File: config.mk
export PLATFORM = sky130hd
export DESIGN_NAME = host_bus_bridge
export DESIGN_NICKNAME = d
export VERILOG_FILES = /design/src/rtl/hbb_pkg.sv /design/src/rtl/hbb_sync.sv /design/src/rtl/hbb_strobe.sv /design/src/rtl/hbb_addr_latch.sv /design/src/rtl/hbb_lane.sv /design/src/rtl/host_bus_bridge.sv
export SDC_FILE = /design/constraint.sdc
export NUM_CORES = 1
export LEC_CHECK = 0
export BUFFER_PORTS_ARGS = -buffer_cell sky130_fd_sc_hd__buf_2
export CAP_MARGIN = 20
export CORE_UTILIZATION = 42
export DETAILED_ROUTE_END_ITERATION = 16
export MAX_ROUTING_LAYER = met4
export PLACE_DENSITY = 0.76
export SLEW_MARGIN = 0
export SYNTH_ARGS = -nofsm -noshare
export SYNTH_HDL_FRONTEND = slang
export SYNTH_SLANG_ARGS = --single-unit
File: constraint.sdc
create_clock -name clk -period 2.13 [get_ports clk]
set_clock_uncertainty 0.1 [all_clocks]
set_input_delay 0.5325 -clock clk [delete_from_list [all_inputs] [get_ports clk]]
set_output_delay 0.5325 -clock clk [all_outputs]
set_load 0.005 [all_outputs]
File: src/rtl/hbb_pkg.sv
package hbb_pkg;
   localparam int BUS_W  = 16;
   localparam int BYTE_W = 8;

   typedef enum logic [2:0] {
      TGT_NONE, TGT_VOID, TGT_VER, TGT_REG, TGT_RAM, TGT_RXF, TGT_TXF
   } tgt_e;

   typedef enum logic [1:0] {ST_IDLE, ST_ISSUE, ST_DATA, ST_HOLD} st_e;

   typedef struct packed {
      tgt_e              tgt;
      logic              wr;
      logic [BUS_W-1:0]  addr;
      logic [BUS_W-1:0]  wdata;
      logic [1:0]        be;
      logic              hi_lane;
      logic              wide;
      logic              bhe_n;
   } acc_t;

   function automatic logic [BUS_W-1:0] fmt_read(input logic wide, input logic hi,
                                                 input logic bhe_n, input logic [BUS_W-1:0] w);
      if (wide)
         return {bhe_n ? {BYTE_W{1'b0}} : w[BUS_W-1:BYTE_W], w[BYTE_W-1:0]};
      else
         return {{BYTE_W{1'b0}}, hi ? w[BUS_W-1:BYTE_W] : w[BYTE_W-1:0]};
   endfunction
endpackage

File: src/rtl/hbb_sync.sv
module hbb_sync #(
   parameter int            W       = 1,
   parameter int            STAGES  = 2,
   parameter logic [W-1:0]  RST_VAL = '0
) (
   input  logic         clk,
   input  logic         rst_n,
   input  logic [W-1:0] d,
   output logic [W-1:0] q
);
   generate
      if (STAGES < 2) begin : g_bad_stages
         $error("hbb_sync: STAGES must be at least 2");
      end
   endgenerate

   logic [STAGES-1:0][W-1:0] stg;

   always_ff @(posedge clk or negedge rst_n) begin
      if (!rst_n) begin
         stg <= {STAGES{RST_VAL}};
      end else begin
         stg[0] <= d;
         for (int i = 1; i < STAGES; i++) stg[i] <= stg[i-1];
      end
   end

   assign q = stg[STAGES-1];
endmodule

File: src/rtl/hbb_strobe.sv
module hbb_strobe #(
   parameter int STAGES = 2
) (
   input  logic clk,
   input  logic rst_n,
   input  logic style,
   input  logic pol,
   input  logic rd_pin,
   input  logic wr_pin,
   output logic rd_act,
   output logic wr_act,
   output logic start
);
   logic rd_s, wr_s, ds_act, acc_q;

   hbb_sync #(.W(2), .STAGES(STAGES), .RST_VAL(2'b11)) u_sync (
      .clk(clk), .rst_n(rst_n), .d({rd_pin, wr_pin}), .q({rd_s, wr_s})
   );

   always_comb begin
      ds_act = pol ? rd_s : !rd_s;
      if (!style) begin
         rd_act = !rd_s;
         wr_act = !wr_s;
      end else begin
         rd_act = ds_act &&  wr_s;
         wr_act = ds_act && !wr_s;
      end
   end

   // acc_q resets to 1 so a strobe level seen during reset never counts as a start
   always_ff @(posedge clk or negedge rst_n) begin
      if (!rst_n) acc_q <= 1'b1;
      else        acc_q <= rd_act || wr_act;
   end

   assign start = (rd_act || wr_act) && !acc_q;

   p_one_start_r11: assert property (@(posedge clk) disable iff (!rst_n)
      start |=> !start);
endmodule

File: src/rtl/hbb_addr_latch.sv
module hbb_addr_latch #(
   parameter int ADDR_W = 16,
   parameter bit MUX_EN = 1'b1,
   parameter int STAGES = 2
) (
   input  logic              clk,
   input  logic              rst_n,
   input  logic              muxed,
   input  logic              ale_lo,
   input  logic              ale_hi,
   input  logic [ADDR_W-1:0] din,
   input  logic [ADDR_W-1:0] addr_in,
   output logic [ADDR_W-1:0] addr_eff
);
   localparam int LO_W = ADDR_W / 2;
   localparam int HI_W = ADDR_W - LO_W;

   generate
      if (MUX_EN) begin : g_mux
         logic ale_lo_s, ale_hi_s;
         logic [LO_W-1:0] lat_lo;
         logic [HI_W-1:0] lat_hi;

         hbb_sync #(.W(2), .STAGES(STAGES), .RST_VAL(2'b00)) u_ale_sync (
            .clk(clk), .rst_n(rst_n), .d({ale_hi, ale_lo}), .q({ale_hi_s, ale_lo_s})
         );

         always_ff @(posedge clk or negedge rst_n) begin
            if (!rst_n) begin
               lat_lo <= '0;
               lat_hi <= '0;
            end else begin
               if (ale_lo_s) lat_lo <= din[LO_W-1:0];
               if (ale_hi_s) lat_hi <= din[ADDR_W-1:LO_W];
            end
         end

         assign addr_eff = muxed ? {lat_hi, lat_lo} : addr_in;

         p_lat_lo_hold_r5: assert property (@(posedge clk) disable iff (!rst_n)
            !ale_lo_s |=> $stable(lat_lo));
         p_lat_hi_hold_r5: assert property (@(posedge clk) disable iff (!rst_n)
            !ale_hi_s |=> $stable(lat_hi));
      end else begin : g_direct
         assign addr_eff = addr_in;
      end
   endgenerate
endmodule

File: src/rtl/hbb_lane.sv
module hbb_lane
   import hbb_pkg::*;
(
   input  logic             wide,
   input  logic             order,
   input  logic             bhe_n,
   input  logic             a0,
   input  logic [BUS_W-1:0] din,
   output logic             hi_lane,
   output logic [1:0]       be,
   output logic [BUS_W-1:0] wdata
);
   always_comb begin
      if (wide) begin
         hi_lane = 1'b0;
         be      = {!bhe_n, 1'b1};
         wdata   = din;
      end else begin
         hi_lane = a0 ^ order;
         be      = hi_lane ? 2'b10 : 2'b01;
         wdata   = {din[BYTE_W-1:0], din[BYTE_W-1:0]};
      end
   end
endmodule

File: src/rtl/host_bus_bridge.sv
module host_bus_bridge
   import hbb_pkg::*;
#(
   parameter int          RAM_WORDS   = 2048,
   parameter int          REG_WORDS   = 43,
   parameter int          SYNC_STAGES = 2,
   parameter bit          MUX_EN      = 1'b1,
   parameter logic [15:0] VERSION     = 16'h0010,
   parameter logic [15:0] REG_MASK    = 16'hFFFF,
   localparam int         RAM_AW      = $clog2(RAM_WORDS),
   localparam int         REG_AW      = 6
) (
   input  logic              clk,
   input  logic              rst_n,
   input  logic              strap_style,
   input  logic              strap_pol,
   input  logic              strap_wide,
   input  logic              strap_order,
   input  logic              strap_muxed,
   input  logic              host_rd,
   input  logic              host_wr,
   input  logic              host_bhe_n,
   input  logic [15:0]       host_addr,
   input  logic [15:0]       host_din,
   output logic [15:0]       host_dout,
   output logic              host_doe,
   input  logic              host_ale_lo,
   input  logic              host_ale_hi,
   input  logic [1:0]        mem_sel_n,
   input  logic              reg_sel_n,
   input  logic              reg_sel,
   input  logic              rx_ack_n,
   input  logic              tx_ack_n,
   output logic              busy_n,
   output logic              ram_req,
   output logic              ram_we,
   output logic [RAM_AW-1:0] ram_addr,
   output logic [1:0]        ram_be,
   output logic [15:0]       ram_wdata,
   input  logic [15:0]       ram_rdata,
   input  logic              eng_act,
   input  logic [RAM_AW-1:0] eng_addr,
   output logic              reg_rd,
   output logic              reg_wr,
   output logic [REG_AW-1:0] reg_addr,
   output logic [1:0]        reg_be,
   output logic [15:0]       reg_wdata,
   input  logic [15:0]       reg_rdata,
   output logic              rxf_rd,
   input  logic [15:0]       rxf_rdata,
   output logic              txf_wr,
   output logic [1:0]        txf_be,
   output logic [15:0]       txf_wdata
);
   generate
      if (RAM_AW + 1 > BUS_W) begin : g_bad_ram
         $error("host_bus_bridge: RAM_WORDS does not fit the byte address");
      end
      if (REG_WORDS < 1 || REG_WORDS > (1 << REG_AW)) begin : g_bad_reg
         $error("host_bus_bridge: REG_WORDS out of range");
      end
   endgenerate

   logic             rd_act, wr_act, start, acc_act;
   logic [15:0]      addr_eff;
   logic             hi_lane_n;
   logic [1:0]       be_n;
   logic [15:0]      wdata_n;
   logic [REG_AW-1:0] word_n;
   tgt_e             tgt_n;
   st_e              st;
   acc_t             cap;
   logic [15:0]      rhold;
   logic             busy_q;
   logic             collide, stall, issue;
   logic [15:0]      src_word;

   hbb_strobe #(.STAGES(SYNC_STAGES)) u_strobe (
      .clk(clk), .rst_n(rst_n), .style(strap_style), .pol(strap_pol),
      .rd_pin(host_rd), .wr_pin(host_wr),
      .rd_act(rd_act), .wr_act(wr_act), .start(start)
   );

   hbb_addr_latch #(.ADDR_W(16), .MUX_EN(MUX_EN), .STAGES(SYNC_STAGES)) u_alat (
      .clk(clk), .rst_n(rst_n), .muxed(strap_muxed),
      .ale_lo(host_ale_lo), .ale_hi(host_ale_hi),
      .din(host_din), .addr_in(host_addr), .addr_eff(addr_eff)
   );

   hbb_lane u_lane (
      .wide(strap_wide), .order(strap_order), .bhe_n(host_bhe_n), .a0(addr_eff[0]),
      .din(host_din), .hi_lane(hi_lane_n), .be(be_n), .wdata(wdata_n)
   );

   assign acc_act = rd_act || wr_act;
   assign word_n  = addr_eff[REG_AW:1];

   // target decode: DMA acknowledge first, then RAM, then registers
   always_comb begin
      if (!rx_ack_n && rd_act)                tgt_n = TGT_RXF;
      else if (!tx_ack_n && wr_act)           tgt_n = TGT_TXF;
      else if (mem_sel_n == 2'b00)            tgt_n = TGT_RAM;
      else if (!reg_sel_n && reg_sel) begin
         if (word_n == '0)                    tgt_n = TGT_VER;
         else if (int'(word_n) >= REG_WORDS)  tgt_n = TGT_VOID;
         else                                 tgt_n = TGT_REG;
      end else                                tgt_n = TGT_NONE;
   end

   assign collide = eng_act && (eng_addr == cap.addr[RAM_AW:1]);
   assign stall   = (cap.tgt == TGT_RAM) && collide;
   assign issue   = (st == ST_ISSUE) && acc_act && !stall;

   always_comb begin
      case (cap.tgt)
         TGT_RAM: src_word = ram_rdata;
         TGT_REG: src_word = reg_rdata & REG_MASK;
         TGT_RXF: src_word = rxf_rdata;
         TGT_VER: src_word = VERSION;
         default: src_word = '0;
      endcase
   end

   always_ff @(posedge clk or negedge rst_n) begin
      if (!rst_n) begin
         st     <= ST_IDLE;
         cap    <= '0;
         rhold  <= '0;
         busy_q <= 1'b0;
      end else begin
         busy_q <= (st == ST_ISSUE) && acc_act && stall;
         case (st)
            ST_IDLE: if (start) begin
               cap.tgt     <= tgt_n;
               cap.wr      <= wr_act;
               cap.addr    <= addr_eff;
               cap.wdata   <= wdata_n;
               cap.be      <= be_n;
               cap.hi_lane <= hi_lane_n;
               cap.wide    <= strap_wide;
               cap.bhe_n   <= host_bhe_n;
               st          <= (tgt_n == TGT_NONE) ? ST_HOLD : ST_ISSUE;
            end
            ST_ISSUE: begin
               if (!acc_act)   st <= ST_IDLE;
               else if (!stall) st <= ST_DATA;
            end
            ST_DATA: begin
               if (!cap.wr) rhold <= fmt_read(cap.wide, cap.hi_lane, cap.bhe_n, src_word);
               st <= ST_HOLD;
            end
            default: if (!acc_act) st <= ST_IDLE;
         endcase
      end
   end

   assign busy_n    = !busy_q;
   assign host_dout = rhold;
   assign host_doe  = (st == ST_HOLD) && !cap.wr && (cap.tgt != TGT_NONE) && rd_act;

   assign ram_req   = issue && (cap.tgt == TGT_RAM);
   assign ram_we    = cap.wr;
   assign ram_addr  = cap.addr[RAM_AW:1];
   assign ram_be    = cap.be;
   assign ram_wdata = cap.wdata;

   assign reg_rd    = issue && (cap.tgt == TGT_REG) && !cap.wr;
   assign reg_wr    = issue && (cap.tgt == TGT_REG) &&  cap.wr;
   assign reg_addr  = cap.addr[REG_AW:1];
   assign reg_be    = cap.be;
   assign reg_wdata = cap.wdata & REG_MASK;

   assign rxf_rd    = issue && (cap.tgt == TGT_RXF);
   assign txf_wr    = issue && (cap.tgt == TGT_TXF);
   assign txf_be    = cap.be;
   assign txf_wdata = cap.wdata;

   generate
      if (RAM_AW + 1 < BUS_W) begin : g_spare_addr
         logic unused_addr_bits;
         assign unused_addr_bits = ^cap.addr[BUS_W-1:RAM_AW+1];
      end
   endgenerate

   p_req_onehot_r11: assert property (@(posedge clk) disable iff (!rst_n)
      $onehot0({ram_req, reg_rd, reg_wr, rxf_rd, txf_wr}));
   p_ram_pulse_r1: assert property (@(posedge clk) disable iff (!rst_n)
      ram_req |=> !ram_req);
   p_no_collide_req_r10: assert property (@(posedge clk) disable iff (!rst_n)
      ram_req |-> !(eng_act && (eng_addr == ram_addr)));
   p_version_ro_r7: assert property (@(posedge clk) disable iff (!rst_n)
      reg_wr |-> (reg_addr != '0));
   p_reg_mask_r8: assert property (@(posedge clk) disable iff (!rst_n)
      reg_wr |-> ((reg_wdata & ~REG_MASK) == '0));
   p_doe_strobe_r11: assert property (@(posedge clk) disable iff (!rst_n)
      host_doe |-> rd_act);
   p_byte_lane_r4: assert property (@(posedge clk) disable iff (!rst_n)
      (ram_req && !cap.wide) |-> ($countones(ram_be) == 1));
endmodule

Word-level counts from Yosys, hierarchy flattened
Cells that the tools add are included.
W data, S select, Z words.
{"block": "word_totals", "regBits": 77, "latch_bits": 0, "ramBits": 0, "mem_bits_ro": 0, "input_bits": 110, "out_inout_bits": 95, "memories": 0}
{"block": "classes", "addsub": 0, "n_mul": 0, "div_mod_pow": 0, "order_cmp": 1, "eq_ne": 12, "shifts": 0, "mux": 24, "bitwise": 2, "reduce_logical": 39}
{"operator": "$pmux W16 S4", "count": 1}
{"operator": "$mux W16", "count": 2}
{"operator": "$logic_and A1 B1 Y1", "count": 20}
{"operator": "$mux W2", "count": 9}
{"operator": "$mux W8", "count": 2}
{"operator": "$mux W12", "count": 1}
{"operator": "$mux W3", "count": 4}
{"operator": "$eq A11 B11 Y1", "count": 1}
{"operator": "$logic_not A1 Y1", "count": 10}
{"operator": "$eq A3 B3 Y1 const B", "count": 3}
{"operator": "$eq A3 B2 Y1 const B", "count": 2}
{"operator": "$ge A6 B6 Y1 const B", "count": 1}
{"operator": "$logic_not A6 Y1", "count": 1}
{"operator": "$pmux W2 S3", "count": 1}
{"operator": "$eq A2 B2 Y1 const B", "count": 2}
{"operator": "$logic_not A2 Y1", "count": 2}
{"operator": "$mux W1", "count": 4}
{"operator": "$ne A4 B1 Y1 const B", "count": 1}
{"operator": "$reduce_and A2 Y1", "count": 2}
{"operator": "$logic_not A3 Y1", "count": 1}
{"operator": "$ne A3 B3 Y1 const B", "count": 1}
{"operator": "$reduce_and A3 Y1", "count": 1}
{"operator": "$reduce_bool A3 Y1", "count": 1}
{"operator": "$eq A2 B1 Y1 const B", "count": 1}
{"operator": "4 further kinds", "count": 4}

Depth between registers and ports, before layout
Gate-level depths: netlist of run 1.
{"block": "logic_depth", "depth_word": 12, "mapped_depth": 8, "depth_no_buf": 5}

Hierarchy
A second synthesis of run 1 with hierarchy kept.
{"block": "unflattened", "hier_cells": 412, "hier_area_um2": 4839.6}
{"module": "host_bus_bridge", "instances": 1, "cells_per_inst": 318, "area_per_inst_um2": 3465.8, "seq_area_each_um2": 1376.3}
{"module": "hbb_addr_latch", "instances": 1, "cells_per_inst": 52, "area_per_inst_um2": 839.6, "seq_area_each_um2": 400.4}
{"module": "hbb_lane", "instances": 1, "cells_per_inst": 21, "area_per_inst_um2": 216.5, "seq_area_each_um2": 0.0}
{"module": "hbb_sync (u_strobe.u_sync)", "instances": 1, "cells_per_inst": 6, "area_per_inst_um2": 120.1, "seq_area_each_um2": 105.1}
{"module": "hbb_sync (u_alat.g_mux.u_ale_sync)", "instances": 1, "cells_per_inst": 6, "area_per_inst_um2": 115.1, "seq_area_each_um2": 100.1}
{"module": "hbb_strobe", "instances": 1, "cells_per_inst": 9, "area_per_inst_um2": 82.6, "seq_area_each_um2": 26.3}

Least setup slack after synthesis of run 1
No wires, ideal clock.
{"block": "synth_timing", "kind": "in2out", "start": "in eng_addr[4]", "end": "out txf_wr", "t_arrival_ns": 1.518, "required_time_ns": 1.497, "path_slack_ns": -0.021, "stages": 5, "path_buffers": 0, "path_cell_list": "xnor2_1 nand3_1 or4_4 nand4_1 nor3_1"}
{"block": "synth_via", "elab_chain_len": 6}
{"item": "start, declared", "line": "host_bus_bridge.sv:42", "source": "input logic [RAM_AW-1:0] eng_addr,"}
{"item": "$eq A11 B11 Y1", "line": "host_bus_bridge.sv:110", "source": "assign collide = eng_act && (eng_addr == cap.addr[RAM_AW:1]);"}
{"item": "$logic_and A1 B1 Y1", "line": "host_bus_bridge.sv:110"}
{"item": "$logic_and A1 B1 Y1", "line": "host_bus_bridge.sv:111", "source": "assign stall = (cap.tgt == TGT_RAM) && collide;"}
{"item": "$logic_not A1 Y1"}
{"item": "$logic_and A1 B1 Y1", "line": "host_bus_bridge.sv:112", "source": "assign issue = (st == ST_ISSUE) && acc_act && !stall;"}
{"item": "$logic_and A1 B1 Y1", "line": "host_bus_bridge.sv:174", "source": "assign txf_wr = issue && (cap.tgt == TGT_TXF);"}
{"item": "end, declared", "line": "host_bus_bridge.sv:51", "source": "output logic txf_wr,"}
No other way between the ends.

Final worst setup path of run 1
{"block": "layout_timing", "start": "reg cap, in the netlist ram_addr[7]", "end": "out rxf_rd"}
{"block": "layout_via", "elab_chain_len": 6}
{"item": "start, declared", "line": "host_bus_bridge.sv:72", "source": "acc_t cap;"}
{"item": "$eq A11 B11 Y1", "line": "host_bus_bridge.sv:110"}
{"item": "$logic_and A1 B1 Y1", "line": "host_bus_bridge.sv:110"}
{"item": "$logic_and A1 B1 Y1", "line": "host_bus_bridge.sv:111"}
{"item": "$logic_not A1 Y1"}
{"item": "$logic_and A1 B1 Y1", "line": "host_bus_bridge.sv:112"}
{"item": "$logic_and A1 B1 Y1", "line": "host_bus_bridge.sv:173", "source": "assign rxf_rd = issue && (cap.tgt == TGT_RXF);"}
{"item": "end, declared", "line": "host_bus_bridge.sv:49", "source": "output logic rxf_rd,"}
No other way between the ends.

==> impl_metrics.tcl, run 1 <==
set metrics [dict create \
    rsz0062_at_grt "true" \
    ys_seq_area_frac 0.4446 \
    final_antenna_net_count 0 \
    syn_area_sq_um 4292 \
    port_buffers 200 \
    antenna_found_initial 0 \
    drtIter0Drc 117 \
    htree_levels 3 \
    route.vias.total 3769 \
    critPathLaunch "ram_addr[7]" \
    grt_pass1_vias 3363 \
    place_ws_ps -399.3 \
    grt_max_degree 34 \
    drv_slew 0 \
    fmaxAchievable_mhz 362.4 \
    n_fill_cell 877 \
    fin_area_sq_um 5614 \
    start_kind "flop" \
    ctsLongestPathBuffers 2 \
    worst-setup-path-type "flop to output pin" \
    wl_per_cell_um 16.09 \
    path_cells "xnor2_1, nand3_1, or4_4, nand4_1, nor3_1, buf_2" \
    area_growth_pct 30.82 \
    die_w_um 103.1 \
    met2_usage 0.3764 \
    gp_congestion 0.8153 \
    power_mw 6.175 \
    grt_util_met1 0.2329 \
    synth_cells 447 \
    synth_edf_count 0 \
    ys_seq_elements 76 \
    clock_latency_ps 350 \
    antenna_cells 0 \
    clock-sinks 76 \
    vdd_drop_max_uv 507.7 \
    violations "negative setup slack" \
    ys_warn_count 0 \
    vias_per_cell 5.080 \
    cp_slowest_cell "or4_4" \
    clockRootBuffer "clkbuf_8" \
    dpl_cell_area_sq_um 5084 \
    worstMarginPinSlew_ps 584.2 \
    firstDrtPassIters 4 \
    period_needed_ps 2759 \
    relSlewSlack 0.6105 \
    cts_tree "built" \
    hold_violations 0 \
    dp_hpwl_mm 8.735 \
    nNetsFinal 714 \
    cp.required_ps 1500 \
    hold_ws_ps 21.05 \
    initial_utilization 0.4371 \
    critPathCaptureType "output pin" \
    drive_gt1_frac 0.5271 \
    postCtsHoldBufs 0 \
    grt_overflow 0 \
    clk_pin_slew_worst_paths_ps 90 \
    p_per_area_nw_per_um2 1100 \
    worstReg2RegEnd "cap[39]" \
    grt_use_met3 0.05017 \
    async_reset_ff_frac 1.000 \
    r2r.worst_path.cells 6 \
    crit_end "rxf_rd" \
    chipHeight_um 103.1 \
    r2r_slack_ps -60 \
    p_leak_nw 2.880 \
    finalCritPeriodShare 1.296 \
    status "finished with violations" \
    ys.flop_type "dfrtp_1" \
    grt_use_total 0.2170 \
    cp_max_fo 5 \
    die-area_sq_um 10630 \
    io-pin-count 205 \
    cp.arrival_ps 2130 \
    syn-num-nets 557 \
    busiest_layer "met2" \
    final.setup.tns_ps -3259 \
    ys_types 46 \
    route.detailed.drc 0 \
    cap_violations 0 \
    syn_area_per_cell_sq_um 9.601 \
    core_area_sq_um 9819 \
    wirelength_mm 11.94 \
    cts_buffers 9 \
    setup_violations 27 \
    rows 36 \
    setup_ws_ps -629.5 \
    r2r-start "u_strobe.u_sync.q[1]" \
    grt_pass1_wl_mm 16.55 \
    hold_class "input port to asynchronous set/reset pin" \
    cpPeakStageDelay_ps 560 \
]
-- cell families (layout without fill, tap and decap cells) --
logic type	count (synthesis)	in the layout	synth area share
xor+xnor	13	13	0.02653
buf+inv	104	266	0.1592
mux	48	48	0.1157
compound gates	77	77	0.1184
simple gates	129	129	0.1356
flops	76	76	0.4446
-- synth_stat cells, types with 2 or more instances --
master	number	area share
dfrtp_1	71	0.41
inv_1	8	0.0070
a22o_1	8	0.016
and3b_1	2	0.0041
nand2_1	85	0.074
dfstp_2	5	0.031
xor2_1	2	0.0041
a211oi_1	2	0.0035
a21oi_1	4	0.0047
o211ai_1	15	0.026
nor3b_1	3	0.0052
clkbuf_1	13	0.011
o21ai_1	2	0.0023
mux2i_1	35	0.082
o31ai_2	2	0.0058
nor3_1	7	0.0082
buf_6	2	0.0052
o221ai_1	2	0.0041
nor2_1	8	0.0070
nor4_1	5	0.0073
buf_2	8	0.0093
nand4_1	4	0.0058
buf_4	71	0.12
or3_1	2	0.0029
xnor2_1	11	0.022
nand3_1	2	0.0023
o21ai_0	35	0.041
nand2b_1	3	0.0044
mux2_2	13	0.034
-- metrics by stage --
stage,instances,util
global placement,717,0.5177
global route,742,0.5717
detailed placement,717,0.5177
floorplan,447,-
finish,742,0.5717
CTS,737,0.5496
-- repair_timing --
action,in CTS,in global routing
buffers inserted,3,0
pin swaps,14,6
resized for setup,18,55
endpoints found under the setup margin,40,21
cloned,1,5
-- worst min-delay path by stage --
stage	startpoint	end	slack, ps	cells past startpoint
2_1_floorplan	rst_n	busy_q	140	0
3_3_place_gp	u_alat.g_mux.u_ale_sync.stg[0]	u_alat.g_mux.u_ale_sync.q[0]	230	0
3_5_place_dp	u_alat.g_mux.u_ale_sync.stg[1]	u_alat.g_mux.u_ale_sync.q[1]	240	0
4_1_cts	rst_n	cap[40]	20	1
5_1_grt	rst_n	cap[40]	40	1
6_report	rst_n	cap[40]	20	1
-- sequential cells by signal (all words and copies together), names as in the netlist --
| register | cells |
|---|---|
| ram_addr | 11 |
| st | 2 |
| busy_q | 1 |
| u_strobe.acc_q | 1 |
| ram_wdata | 16 |
| u_strobe.u_sync.q | 2 |
| cap | 6 |
| ram_we | 1 |
| u_alat.g_mux.u_ale_sync.q | 2 |
| u_strobe.u_sync.stg | 2 |
| u_alat.g_mux.u_ale_sync.stg | 2 |
| ram_be | 2 |
| host_dout | 16 |
| u_alat.g_mux.lat_hi | 4 |
| u_alat.g_mux.lat_lo | 8 |
-- metal layers --
layer	wire length [um]	part of all wire
met4	290	0.024
met1	4658	0.39
met5	0	0
met3	940	0.079
met2	6048	0.51
-- where the power goes --
group | leakage, nW | internal [mW] | switching, mW
Clock | 0.101 | 0.558 | 0.573
Combinational | 1.84 | 1.39 | 1.38
Sequential | 0.942 | 1.89 | 0.384
-- layout by cell type, fill, tap and decap left out, drive strengths merged, types with 7 or more instances in the layout --
cell type	n
o211ai	15
clkbuf	13
nor3	7
o21ai	37
inv	11
a22o	8
nand2	86
nor2	8
xnor2	11
dfrtp	71
buf	238
mux2i	35
mux2	13
-- layout make-up --
class	count	area, sq um	area share
Clock buffer	9	123.9	0.02206
Timing Repair Buffer	242	1454	0.2590
Clock inverter	7	81.33	0.01449
Sequential cell	76	1909	0.3401
Tap cell	133	166.4	0.02964
Inverter	8	30.03	0.005349
Multi-Input combinational cell	267	1849	0.3294
-- critical path: cells and delay by family, from the launching register on --
kind,cells,cell delay (ps)
buffers and inverters,1,140
AND/OR/NAND/NOR,4,1010
XOR/XNOR,1,210
flip-flops,1,420
No activity file was read; power rests on OpenSTA's default activity.
==> run 2, diff against run 1 <==
- CORE_UTILIZATION: 42 -> 35
- PLACE_DENSITY: 0.76 -> 0.65
==> run 2 against run 1 <==
Against the previous run:
- the run ends with negative hold slack, negative setup slack left
- sequential power rose by 2%
- clock power rose by 32%
- design area rose by 5.0%
- non-clock buffer count rose by 1
- count of clock-buffer cells in the layout rose by 1
- global-route usage fell by 2.6 points
- largest cell class is now multi-input gates
- core utilization fell by 7.9 points
- critical path depth rose by 1
- register-to-register slack got worse by 80 ps
- critical path type unchanged
- setup slack improved by 150 ps
==> impl_metrics.tcl, run 2 (synthesis results as in run 1) <==
set metrics [dict create \
    status "finished with violations" \
    violations "negative hold slack, negative setup slack" \
    worstMarginPinSlew_ps 643.5 \
    gp_congestion 0.8378 \
    layout_common_cells "buf_2 (199), dfrtp_1 (70), nand2_1 (48), mux2i_1 (35), buf_4 (32)" \
    setup_ws_ps -480.1 \
    setup_violations 39 \
    route.vias.total 3724 \
    dpl_cell_area_sq_um 5086 \
    finalCritPeriodShare 1.225 \
    cts_buffers 9 \
    cp.arrival_ps 1980 \
    area_growth_pct 37.38 \
    hold_violations 1 \
    drv_slew 0 \
    final_antenna_net_count 0 \
    drtIter0Drc 112 \
    path_cells "xnor2_1, nand3_1, or4_4, nand4_1, buf_6, nor4_2, buf_2" \
    final.setup.tns_ps -5096 \
    firstDrtPassIters 7 \
    grt_use_total 0.1908 \
    port_buffers 200 \
    period_needed_ps 2610 \
    hold_ws_ps -0.6360 \
    fin_area_sq_um 5896 \
    chipHeight_um 112.7 \
    rows 40 \
    die_w_um 112.7 \
    placed_cells 729 \
    relSlewSlack 0.5701 \
    route.detailed.drc 0 \
    htree_levels 3 \
    fmaxAchievable_mhz 383.1 \
    antenna_found_initial 1 \
    nNetsFinal 715 \
    wirelength_mm 12.24 \
    grt_overflow 0 \
    hold_class "input port to asynchronous set/reset pin" \
    wl_per_cell_um 16.12 \
    p_leak_nw 2.953 \
    layout_commonest_cell "buf_2" \
    worst-setup-path-type "flop to output pin" \
    final_core_util 0.4929 \
    vias_per_cell 4.906 \
    clock_latency_ps 330 \
    clock-sinks 76 \
    cpPeakStageDelay_ps 540 \
    core_area_sq_um 11960 \
    clockRootBuffer "clkbuf_16" \
    die-area_sq_um 12710 \
    cap_violations 0 \
    grt_max_degree 52 \
    critPathCaptureType "output pin" \
    cts_tree "built" \
    ctsLongestPathBuffers 2 \
    p_per_area_nw_per_um2 1148 \
    dp_hpwl_mm 8.857 \
    grt_pass1_wl_mm 18.02 \
    postCtsHoldBufs 0 \
    drive_gt1_frac 0.5623 \
    grt_pass1_vias 3624 \
    cp.required_ps 1500 \
    vdd_drop_max_uv 553.0 \
    initial_utilization 0.3588 \
    cp_max_fo 5 \
    rsz0062_at_grt "true" \
    fin_cells 759 \
    clk_pin_slew_worst_paths_ps 70 \
    cp_slowest_cell "or4_4" \
    start_kind "flop" \
    io-pin-count 205 \
]
## run 2: cell count changes in the layout (fill, tap and decap cells not counted), moves of 2 or more
cell	change
buf_12	+2
clkbuf_16	+9
clkbuf_8	-8
clkinv_4	-2
diode_2	+2
nand2_1	-15
nand2_4	+16
o21ai_1	-5
o21ai_2	+5
## run 2: final cells by class
| cell class | count | area [sq um] |
|---|---|---|
| repair buffers | 243 | 1470 |
| flip-flops and latches | 76 | 1909 |
| inverters | 8 | 30.03 |
| multi-input cells | 267 | 2006 |
| diodes | 2 | 5.005 |
| fillers | 1122 | 6066 |
| well taps | 147 | 183.9 |
| clock buffers | 10 | 239.0 |
| clock inverters | 6 | 52.55 |
## run 2: final timing paths
path	startpoint	end	slack, ps	depth (start not counted)
worst min-delay path	rst_n	host_dout[1]	-0.6	1
worst max-delay path	ram_addr[7]	reg_rd	-480	7
worst min register to register	u_alat.g_mux.u_ale_sync.stg[0]	u_alat.g_mux.u_ale_sync.q[0]	260	0
max in group asynchronous	rst_n	u_strobe.u_sync.stg[0]	1270	2
worst max register to register	u_strobe.u_sync.q[1]	ram_we	-140	7
min in group clk	host_rd	u_strobe.u_sync.stg[1]	190	1
## run 2: timing repair
| item | 4_1_cts | 5_1_grt |
|---|---|---|
| gates cloned | 2 | 4 |
| setup endpoints to repair | 40 | 40 |
| gates resized for setup | 34 | 80 |
| pin swaps | 8 | 50 |
| setup buffers | 5 | 3 |
## run 2: through the flow
step / setup WS (ps) / hold slack [ps] / power [mW]
detailed placement: -387.5 / 237.1 / 4.793
floorplan: -3.385 / 136.9 / 4.289
global placement: -366.4 / 232.3 / 4.751
finish: -480.1 / -0.6360 / 6.766
CTS: -516.6 / 3.947 / 6.434
global route: -579.8 / 20.47 / 7.227
## run 2: critical path: cells and delay by family (launching register included)
family,cells,cell delay (ps)
xor+xnor,1,160
buf+inv,2,270
flops,1,400
simple gates,4,810
## run 2: where the power goes
part | switching, mW | internal (mW) | total [mW]
logic | 1.45 | 1.51 | 2.96
clock network | 0.651 | 0.842 | 1.49
registers | 0.418 | 1.89 | 2.31
total | 2.52 | 4.25 | 6.77
## run 2: layer usage
metal  track usage  wire length, um
met1        0.2170             4977
met2        0.3235             6153
met3       0.05142              893
met4       0.06756              212
met5             -                0
==> run 3, diff against run 2 <==
- ABC_AREA: default -> 1
- PLACE_DENSITY: 0.65 -> 0.63
- SLEW_MARGIN: 0 -> 5
- SYNTH_HIERARCHICAL: default -> 1
==> run 3 against run 2 <==
Against the previous run:
- hold slack improved by 8.2 ps
- sequential power is essentially flat
- synthesized cell count is 50% higher
- global-route usage is 0.40 points lower
- via count is 16% higher
- sequential cell count stayed put
- setup slack improved by 340 ps
- the flow finishes with violations (negative setup slack)
- total power increased by 1.7%
- critical endpoint unchanged
==> impl_metrics.tcl, run 3 <==
set metrics [dict create \
    status "finished with violations" \
    violations "negative setup slack" \
    relSlewSlack 0.7013 \
    hold_violations 0 \
    clock_latency_ps 350 \
    die_w_um 118.8 \
    final_antenna_net_count 0 \
    syn_area_per_cell_sq_um 7.103 \
    route.vias.total 4322 \
    drv_slew 0 \
    dp_hpwl_mm 9.561 \
    synth_cells 672 \
    r2r-start "u_strobe/u_sync/q[1]" \
    vdd_drop_max_uv 809.1 \
    chipHeight_um 118.8 \
    initial_utilization 0.3590 \
    drtIter0Drc 157 \
    antenna_found_initial 0 \
    route.detailed.drc 0 \
    critPathLaunch "u_strobe/u_sync/q[1]" \
    setup_violations 6 \
    cp_max_fo 5 \
    postCtsHoldBufs 0 \
    r2r.worst_path.cells 14 \
    htree_levels 3 \
    cts_buffers 9 \
    layout_commonest_cell "nand2_1" \
    firstDrtPassIters 5 \
    start_kind "flop" \
    fmaxAchievable_mhz 441.0 \
    drive_gt1_frac 0.3670 \
    r2r_slack_ps 160 \
    hold_class "input port to asynchronous set/reset pin" \
    grt_pass1_wl_mm 19.86 \
    worstReg2RegEnd "ram_addr[1]" \
    cts_tree "built" \
    syn-num-nets 782 \
    cp.required_ps 1500 \
    clock-sinks 76 \
    syn_area_sq_um 4773 \
    nNetsFinal 918 \
    path_buf_inv 4 \
    path_common_cell "inv_2" \
    cp.arrival_ps 1630 \
    area_growth_pct 21.76 \
    p_per_area_nw_per_um2 1184 \
    grt_overflow 0 \
    cp_slowest_cell "dfstp_2" \
    ys_warn_count 6 \
    finalCritPeriodShare 1.065 \
    port_buffers 200 \
    clk_pin_slew_worst_paths_ps 60 \
    layout_common_cells "nand2_1 (283), buf_2 (199), dfrtp_1 (70), inv_1 (47), nor2_1 (37)" \
    grt_pass1_vias 4121 \
    core_area_sq_um 13300 \
    rsz0062_at_grt "true" \
    cpLargestDelayFamily "flip-flops" \
    period_needed_ps 2267 \
    path_cells "inv_2, nand2_2, nand3_1, nand2_1, inv_2, o21ai_2, inv_2, nand3_2, nor2_1, buf_2" \
    gp_congestion 0.8483 \
    setup_ws_ps -137.4 \
    cpPeakStageDelay_ps 550 \
    crit_end "reg_rd" \
    fin_cells 989 \
    p_leak_nw 3.436 \
    ctsLongestPathBuffers 2 \
    critPathCaptureType "output pin" \
    worst-setup-path-type "flop to output pin" \
    die-area_sq_um 14110 \
    io-pin-count 205 \
    wirelength_mm 12.33 \
    hold_ws_ps 7.535 \
    cap_violations 0 \
    clockRootBuffer "clkbuf_16" \
    wl_per_cell_um 12.46 \
    vias_per_cell 4.370 \
    worstMarginPinSlew_ps 446.9 \
    rows 42 \
    grt_use_total 0.1868 \
    worst-path-stages 10 \
    grt_max_degree 39 \
    placed_cells 966 \
]
==> run 3: through the flow <==
stage	power, mW	TNS [ps]	util	worst slack [ps]	instance area (sq um)
floorplan	4.680	0	-	157.4	4773
global placement	5.135	-553.4	0.4061	-141.3	5399
detailed placement	5.168	-659.1	0.4061	-173.4	5399
CTS	6.959	-867.1	0.4353	-158.3	5787
global route	7.438	-1435	0.4369	-252.9	5809
finish	6.882	-729.1	0.4371	-137.4	5812
==> run 3: where the power goes <==
part	total [mW]	internal, mW	switching, mW	leakage [nW]
combinational	2.96	1.31	1.65	2.34
clock	1.64	1.02	0.615	0.148
sequential	2.29	1.92	0.366	0.944
total	6.88	4.25	2.63	3.44
==> run 3: cell type report <==
class                      instances  area (sq um)
antenna                            1         2.502
clock buffer                       9         225.2
clock inverter                     6         88.84
fill                            1412          7483
inverter                          64         247.7
multi-input combinational        431          1894
sequential                        76          1909
tap                              176         220.2
timing repair buffer             226          1224
==> run 3: how the worst min path moves through the flow <==
stage               depth (start not counted)                      endpoint                      startpoint  slack (ps)
detailed placement                          0  u_alat/g_mux.u_ale_sync/q[0]  u_alat/g_mux.u_ale_sync/stg[0]         240
finish                                      1                        busy_q                           rst_n           8
global placement                            0  u_alat/g_mux.u_ale_sync/q[1]  u_alat/g_mux.u_ale_sync/stg[1]         230
global route                                1                        busy_q                           rst_n          30
floorplan                                   0                        busy_q                           rst_n         140
CTS                                         1                        busy_q                           rst_n           6
==> run 3: per-layer routing <==
metal | track usage | vias to the layer above | routed length (um) | part of all wire
met5 | - | - | 0 | 0
met4 | 0.04509 | 0 | 98 | 0.0080
met3 | 0.05743 | 10 | 860 | 0.070
met2 | 0.3158 | 152 | 5858 | 0.48
met1 | 0.2154 | 1920 | 5508 | 0.45
li1 | - | 2240 | - | -
==> run 3: what timing repair did <==
action | CTS | global route
setup buffers | 6 | 1
cloned | 0 | 0
endpoints found under the hold margin | 0 | 0
pin swaps | 11 | 3
gates resized for setup | 14 | 5
setup endpoints to repair | 6 | 15
